--- src/rtl/cpu_bus_dec_pkg.sv ---
package cpu_bus_dec_pkg;

    localparam int CPU_AW = 16;

    typedef enum logic [1:0] {
        TGT_NONE = 2'd0,
        TGT_RAM  = 2'd1,
        TGT_PIC  = 2'd2,
        TGT_ROM  = 2'd3
    } tgt_e;

    typedef struct packed {
        tgt_e tgt;
        logic wr;
    } access_t;

    // Region is decided by the top three address bits:
    // 1xx ROM, 000 RAM, 001 picture registers, 01x unpopulated.
    function automatic tgt_e classify(input logic [CPU_AW-1:0] a);
        tgt_e t;
        casez (a[CPU_AW-1 -: 3])
            3'b1??:  t = TGT_ROM;
            3'b000:  t = TGT_RAM;
            3'b001:  t = TGT_PIC;
            default: t = TGT_NONE;
        endcase
        return t;
    endfunction

endpackage

--- src/rtl/cbd_region.sv ---
module cbd_region
    import cpu_bus_dec_pkg::*;
(
    input  logic [CPU_AW-1:0] addr,
    input  logic              rw,
    output access_t           acc
);
    always_comb begin
        acc.tgt = classify(addr);
        acc.wr  = ~rw;
    end
endmodule

--- src/rtl/cbd_fold.sv ---
module cbd_fold
    import cpu_bus_dec_pkg::*;
#(
    parameter int RAM_AW = 11,
    parameter int PIC_AW = 3,
    parameter int ROM_AW = 15
) (
    input  logic [CPU_AW-1:0] addr,
    input  logic              rom_is_16k,
    output logic [RAM_AW-1:0] ram_addr,
    output logic [PIC_AW-1:0] pic_reg,
    output logic [ROM_AW-1:0] rom_addr
);
    localparam int BANK_BIT = ROM_AW - 1;

    assign ram_addr = addr[RAM_AW-1:0];
    assign pic_reg  = addr[PIC_AW-1:0];

    genvar i;
    generate
        for (i = 0; i < ROM_AW; i++) begin : g_rom_bit
            if (i == BANK_BIT) begin : g_bank
                assign rom_addr[i] = addr[i] & ~rom_is_16k;
            end else begin : g_pass
                assign rom_addr[i] = addr[i];
            end
        end
    endgenerate
endmodule

--- src/rtl/cbd_rsteer.sv ---
module cbd_rsteer
    import cpu_bus_dec_pkg::*;
#(
    parameter int DATA_W = 8
) (
    input  logic              clk,
    input  logic              rst,
    input  access_t           acc,
    input  logic [DATA_W-1:0] ram_rdata,
    input  logic [DATA_W-1:0] pic_rdata,
    input  logic [DATA_W-1:0] rom_rdata,
    output logic [DATA_W-1:0] cpu_rdata
);
    tgt_e sel_q;

    always_ff @(posedge clk) begin
        if (rst)
            sel_q <= TGT_NONE;
        else if (acc.wr)
            sel_q <= TGT_NONE;
        else
            sel_q <= acc.tgt;
    end

    always_comb begin
        unique case (sel_q)
            TGT_RAM: cpu_rdata = ram_rdata;
            TGT_PIC: cpu_rdata = pic_rdata;
            TGT_ROM: cpu_rdata = rom_rdata;
            default: cpu_rdata = '0;
        endcase
    end

    assert_wr_zero_R8: assert property (@(posedge clk) disable iff (rst)
        acc.wr |=> (cpu_rdata == '0));

    assert_reset_zero_R9: assert property (@(posedge clk)
        rst |=> (cpu_rdata == '0));
endmodule

--- src/rtl/cpu_bus_decoder.sv ---
module cpu_bus_decoder
    import cpu_bus_dec_pkg::*;
#(
    parameter int DATA_W = 8,
    parameter int RAM_AW = 11,
    parameter int PIC_AW = 3,
    parameter int ROM_AW = 15
) (
    input  logic              clk,
    input  logic              rst,
    input  logic [15:0]       cpu_addr,
    input  logic              cpu_rw,
    input  logic [DATA_W-1:0] cpu_wdata,
    input  logic              rom_is_16k,
    input  logic [DATA_W-1:0] ram_rdata,
    input  logic [DATA_W-1:0] pic_rdata,
    input  logic [DATA_W-1:0] rom_rdata,
    output logic              ram_cs,
    output logic              ram_we,
    output logic [RAM_AW-1:0] ram_addr,
    output logic              pic_cs,
    output logic              pic_we,
    output logic [PIC_AW-1:0] pic_reg,
    output logic              rom_cs,
    output logic [ROM_AW-1:0] rom_addr,
    output logic [DATA_W-1:0] tgt_wdata,
    output logic [DATA_W-1:0] cpu_rdata
);
    access_t acc;

    cbd_region u_region (
        .addr (cpu_addr),
        .rw   (cpu_rw),
        .acc  (acc)
    );

    cbd_fold #(.RAM_AW(RAM_AW), .PIC_AW(PIC_AW), .ROM_AW(ROM_AW)) u_fold (
        .addr       (cpu_addr),
        .rom_is_16k (rom_is_16k),
        .ram_addr   (ram_addr),
        .pic_reg    (pic_reg),
        .rom_addr   (rom_addr)
    );

    cbd_rsteer #(.DATA_W(DATA_W)) u_rsteer (
        .clk       (clk),
        .rst       (rst),
        .acc       (acc),
        .ram_rdata (ram_rdata),
        .pic_rdata (pic_rdata),
        .rom_rdata (rom_rdata),
        .cpu_rdata (cpu_rdata)
    );

    assign ram_cs    = (acc.tgt == TGT_RAM);
    assign pic_cs    = (acc.tgt == TGT_PIC);
    assign rom_cs    = (acc.tgt == TGT_ROM);
    assign ram_we    = ram_cs & acc.wr;
    assign pic_we    = pic_cs & acc.wr;
    assign tgt_wdata = cpu_wdata;

    assert_one_cs_R7: assert property (@(posedge clk) disable iff (rst)
        $onehot0({ram_cs, pic_cs, rom_cs}));

    assert_mapped_cs_R7: assert property (@(posedge clk) disable iff (rst)
        (cpu_addr[15:14] != 2'b01) |-> $onehot({ram_cs, pic_cs, rom_cs}));

    assert_ram_fold_R1: assert property (@(posedge clk) disable iff (rst)
        ram_cs |-> (ram_addr == cpu_addr[10:0]));

    assert_rom_mirror_R4: assert property (@(posedge clk) disable iff (rst)
        (rom_cs && rom_is_16k) |-> !rom_addr[ROM_AW-1]);

    assert_we_read_R5: assert property (@(posedge clk) disable iff (rst)
        (ram_we || pic_we) |-> !cpu_rw);

    assert_unmapped_R6: assert property (@(posedge clk) disable iff (rst)
        (cpu_addr[15:14] == 2'b01) |-> !(ram_cs || pic_cs || rom_cs));

    assert_unmapped_rd_R6: assert property (@(posedge clk) disable iff (rst)
        (cpu_addr[15:14] == 2'b01 && cpu_rw) |=> (cpu_rdata == '0));
endmodule

--- config.mk ---
export PLATFORM = sky130hd
export DESIGN_NAME = cpu_bus_decoder
export DESIGN_NICKNAME = d
export VERILOG_FILES = /design/src/rtl/cpu_bus_dec_pkg.sv /design/src/rtl/cbd_region.sv /design/src/rtl/cbd_fold.sv /design/src/rtl/cbd_rsteer.sv /design/src/rtl/cpu_bus_decoder.sv
export SDC_FILE = /design/constraint.sdc
export NUM_CORES = 1
export LEC_CHECK = 0
export BUFFER_PORTS_ARGS = -buffer_cell sky130_fd_sc_hd__buf_2
export CAP_MARGIN = 20
export CORE_MARGIN = 4
export CORE_UTILIZATION = 24
export CTS_CLUSTER_DIAMETER = 80
export DETAILED_ROUTE_END_ITERATION = 8
export PLACE_DENSITY = 0.76
export SYNTH_ARGS = -nofsm -noshare
export SYNTH_HDL_FRONTEND = slang
export SYNTH_SLANG_ARGS = --single-unit
--- constraint.sdc ---
create_clock -name clk -period 1.1 [get_ports clk]
set_clock_uncertainty 0.1 [all_clocks]
set_input_delay 0.165 -clock clk [delete_from_list [all_inputs] [get_ports clk]]
set_output_delay 0.165 -clock clk [all_outputs]
set_load 0.01 [all_outputs]
==> impl_metrics.yaml, run 1 <==
logic_synthesis:
  synth_top_family_by_area: "buffers and inverters"
  synth_mux_area_share_pct: 16.5
  synth_seq_cells: 2
  netlist_area_um2: 569
  synth-xor-area-share_pct: 0
  syn_avg_cell_area_um2: 8.13
  synthCells: 70
  yosys.area_share.simple_pct: 9.89
  synth_fa_ha_area_share_pct: 0
  yosysSeqAreaShare_pct: 7.03
  synth_area_leader_cell: "buf_4"
  synth.area.top_cells: "buf_4 (47%), mux2_2 (14%), a22o_1 (12%)"
  synth_nets: 122
  yosysUniqueCellTypes: 16
  yosys_warnings: 0
  synth_compound_area_share_pct: 14.1
  synth_top_area_share_pct: 47.5
floorplan:
  initial_core_util_pct: 25.5
  placementRows: 17
  core_um2: 2230
  io_pins: 102
  die_x_um: 56.7
  die_area_um2: 3220
  die_h_um: 56.7
sta:
  fmax_ghz: 0.640
  finalCritPeriodShare_pct: 142
  rsz0062_at_grt: "true"
  slew_viol_final: 0
  setup_violations: 8
  hold_viol_final: 0
  tightest_slew_ns: 0.203
  final.setup.tns_ns: -3.60
  slew_headroom_pct: 86.4
  setup_ws_ns: -0.462
  period_needed_ns: 1.56
setup_path:
  cp-startpoint: "u_rsteer.sel_q[1]$_SDFF_PP0_"
  start_kind: "register"
  cp_data_required_time_ns: 0.83
  arrival_ns: 1.30
  critPathKind: "reg2out"
  worst-path-max-fanout: 9
  crit_path_end_kind: "output pin"
clock_network:
  hold_buffers: 0
  clockBufferDepth: 2
  cts_num_sinks: 2
  cts_inserted_buffers: 3
  cts_setup_buffers: 0
  clkSlewWorstSetupHoldPaths_ns: 0.03
  htree_levels: 1
  cts_root_buffer: "clkbuf_4"
  cts_tree: "built"
final_layout:
  largest_reg_flops: 2
  top_regs: "u_rsteer.sel_q (2)"
  diodes: 0
  area_growth_pct: 3.52
  fin_cells: 108
  largest-register: "u_rsteer.sel_q"
  final_nets: 134
  fin_area_um2: 589
  layout-drive-gt1-share_pct: 78.8
hold_path:
  min_path_type: "in2reg"
  min_from: "rst"
power_and_ir_drop:
  leakagePower_nw: 0.328
  power-per-cell-area_nw_per_um2: 720
  vdd_drop_max_mv: 0.220
status:
  violations: "setup timing"
  status: "finished, violations left"
placement:
  place.gp.congestion: 0.897
  place_area_um2: 554
  placed_cells: 105
  portBuffers: 45
job:
  drv_cap: 0
routing:
  first_iter_violations: 4
  via_per_inst: 4.66
  wl_mm: 1.60
  drcViolationCount: 0
  dr.pass1.iters: 2
  vias: 503
  wl_per_cell_um: 14.9
  ant_nets: 0
grt:
  grt_pass1_vias: 524
  grt_antenna_before_repair: 0
  grt_max_degree: 10
  gr-total-overflow: 0
  grt_pass1_wl_mm: 2.25
  grtUsageTotal_pct: 9.10
[synthesized netlist by cell type, drive strengths merged]
library cell	n
buf	39
a22o	8
mux2	8
nor2b	3
a21oi	2
dfxtp	2
nand2b	2
clkbuf	1
inv	1
nor3	1
nor3b	1
nor4	1
or2	1
[per-stage QoR]
stage	util (%)	power [mW]	hold WS [ns]	setup WS, ns
finish	26.4	0.425	0.117	-0.462
global route	26.4	0.468	0.123	-0.519
CTS	26.2	0.441	0.107	-0.483
detailed placement	24.8	0.266	0.230	-0.290
global placement	24.8	0.260	0.230	-0.249
floorplan	-	0.307	0.206	-0.120
[repair_timing]
| action | in CTS | in global routing |
|---|---|---|
| endpoints found under the setup margin | 9 | 9 |
| resized for setup | 2 | 2 |
| cloned | 0 | 0 |
| hold endpoints to repair | 0 | 0 |
[worst max-delay path, stage by stage, from the launching register on]
cell and delay, ns:
dfxtp_4 0.41, mux2_2 0.35, a22o_1 0.18, buf_2 0.14
[worst paths after layout]
check | endpoint | slack (ns) | cells past startpoint
worst max-delay path | cpu_rdata[3] | -0.46 | 3
worst min-delay path | u_rsteer.sel_q[1]$_SDFF_PP0_ | 0.12 | 3
[cell usage in the layout (no fill, tap or decap), drive strengths merged]
| cell | instances |
|---|---|
| a21oi | 2 |
| a22o | 8 |
| buf | 47 |
| clkbuf | 3 |
| dfxtp | 2 |
| inv | 1 |
| mux2 | 8 |
| nand2b | 2 |
| nor2b | 3 |
| nor3 | 1 |
| nor3b | 1 |
| nor4 | 1 |
| or2 | 1 |
[per-layer routing]
metal	vias to the layer above	part of all wire [%]	GRT usage [%]
met3	18	20	6.67
met2	55	42	15.2
met4	0	6.6	9.83
met1	208	31	5.95
li1	222	-	-
met5	-	0	0
[cells by family after synthesis]
| logic type | count (synthesis) |
|---|---|
| muxes | 8 |
| AOI/OAI and AO/OA | 10 |
| and+or+nand+nor | 9 |
| DFF | 2 |
| buffers and inverters | 41 |
[layout make-up]
type	instances	area, um^2
fill	238	1640
multi-input combinational	27	244
timing repair buffer	47	240
sequential	2	43.8
tap	28	35.0
clock buffer	3	22.5
inverter	1	3.75
[report_power, final]
| part | internal [mW] | switching (mW) | leakage [nW] |
|---|---|---|---|
| sequential | 0.0759 | 0.00742 | 0.0172 |
| clock | 0.120 | 0.0397 | 0.0138 |
| combinational | 0.107 | 0.0740 | 0.297 |
Note: power is estimated with default switching activity, not from simulation.
==> inputs of run 2 (changes only) <==
- CTS_BUF_LIST: default -> sky130_fd_sc_hd__clkbuf_8
- GPL_TIMING_DRIVEN: default -> 0
==> run 2 against run 1 <==
Effect of this change: the run still ends with setup timing left; clock power rose by 77%; hold slack gained 0.0076 ns; global-route usage increased by 3.4 points; sequential power is 4.7% lower; clock-buffer cell count unchanged; power increased by 80%; wire length up 33%; critical path type unchanged; critical endpoint is now cpu_rdata[2]; highest routed layer unchanged.
==> impl_metrics.yaml, run 2 (synthesis gave the netlist of run 1 again) <==
grt:
  grtUsageTotal_pct: 12.5
  grt_util_met1_pct: 12.3
  grtUsageMet3_pct: 5.75
  grt_max_degree: 10
  grt.busiest_layer: "met2"
  grt_pass1_vias: 776
  grt_pass1_wl_mm: 3.23
  gr-total-overflow: 0
  grt_antenna_before_repair: 0
  use_met2_pct: 22.4
setup_path:
  crit_path_end_kind: "output pin"
  slowest_delay_ns: 0.34
  start_kind: "register"
  worst-path-max-fanout: 5
  cp_data_required_time_ns: 0.83
  path_cells: "buf_6, mux2_4, a22o_1, buf_2"
  arrival_ns: 1.31
  critPathKind: "reg2out"
  critPathSlowestCell: "dfxtp_2"
placement:
  place.gp.congestion: 0.806
  portBuffers: 80
  place_area_um2: 1010
floorplan:
  die_x_um: 56.7
  core_um2: 2230
  die_h_um: 56.7
  die_area_um2: 3220
  placementRows: 17
  initial_core_util_pct: 25.5
  io_pins: 102
final_layout:
  final.fill_count: 210
  multi_input_area_um2: 275
  final_nets: 207
  final_common_cell: "buf_2"
  top_regs: "u_rsteer.sel_q (2)"
  regArea_um2: 41.3
  final_cell_mix: "buf_2 (80), buf_4 (36), mux2_4 (8), a22o_1 (8), clkbuf_8 (3)"
  area_growth_pct: 93.4
  layout-drive-gt1-share_pct: 87.6
  largest-register: "u_rsteer.sel_q"
  fin_area_um2: 1100
  largest_reg_flops: 2
  diodes: 0
sta:
  final.setup.tns_ns: -3.60
  fmax_ghz: 0.634
  setup_ws_ns: -0.477
  slew_headroom_pct: 85.6
  hold_viol_final: 0
  slew_viol_final: 0
  tightest_slew_ns: 0.214
  setup_violations: 8
  rsz0062_at_grt: "true"
  period_needed_ns: 1.58
  finalCritPeriodShare_pct: 143
status:
  violations: "setup timing"
  status: "finished, violations left"
power_and_ir_drop:
  power-per-cell-area_nw_per_um2: 695
  vdd_drop_max_mv: 0.318
  power.total_mw: 0.766
  leakagePower_nw: 0.680
clock_network:
  cts_num_sinks: 2
  cts_tree: "built"
  cts_root_buffer: "clkbuf_8"
  cts_inserted_buffers: 3
  hold_buffers: 0
  htree_levels: 1
  clockBufferDepth: 2
  clkSlewWorstSetupHoldPaths_ns: 0.03
routing:
  wl_mm: 2.13
  ant_nets: 0
  dr.pass1.iters: 2
  vias: 754
  via_per_inst: 4.17
  wl_per_cell_um: 11.8
  first_iter_violations: 22
  drcViolationCount: 0
job:
  drv_cap: 0
hold_path:
  min_path_type: "in2reg"
[run 2: cell types whose count changed in the layout (fill, tap and decap cells not counted), sizes merged]
cell and delta:
buf +71, clkbuf +2
[run 2: path summary, 6_finish.rpt]
check	depth (start not counted)	endpoint	start	slack, ns
worst max-delay path	4	cpu_rdata[2]	u_rsteer.sel_q[1]$_SDFF_PP0_	-0.48
worst min-delay path	3	u_rsteer.sel_q[1]$_SDFF_PP0_	rst	0.12
[run 2: timing repair]
action / 4_1_cts / 5_1_grt
setup endpoints to repair: 8 / 9
resized for setup: 8 / 5
setup buffers: 0 / 0
pin swaps: 0 / 0
gates cloned: 1 / 0
[run 2: final cells by class]
cell class              count  area share [%]
plain buffers              39            26.4
clock buffers               3            3.75
multi-input cells          27            25.0
well taps                  28            3.18
inverters                   1           0.341
repair buffers             81            37.6
flip-flops and latches      2            3.75
[run 2: critical path: cells and delay by family, from the launching register on]
family / cells / cell delay (ns)
multiplexers: 1 / 0.29
AO/OA/AOI/OAI: 1 / 0.19
flip-flops: 1 / 0.34
buffers and inverters: 2 / 0.27
[run 2: per-layer routing]
metal	wire, um	part of all wire, %
met3	373	18
met4	21	0.99
met5	0	0
met1	740	35
met2	992	47
[run 2: through the flow]
stage                     instances  hold slack [ns]  setup slack [ns]  util [%]
after floorplan                  70            0.206            -0.120         -
after global placement          178            0.334            -0.247      45.3
after detailed placement        178            0.337            -0.269      45.3
after CTS                       181            0.121            -0.486      48.3
after global routing            181            0.141            -0.513      49.3
final                           181            0.125            -0.477      49.3
[run 2: power by group]
| group | leakage, nW | switching, mW | total [mW] | internal, mW |
|---|---|---|---|---|
| sequential | 0.0169 | 0.00211 | 0.0794 | 0.0773 |
| combinational | 0.642 | 0.156 | 0.404 | 0.248 |
| clock | 0.0216 | 0.0517 | 0.283 | 0.231 |
| total | 0.680 | 0.210 | 0.766 | 0.556 |
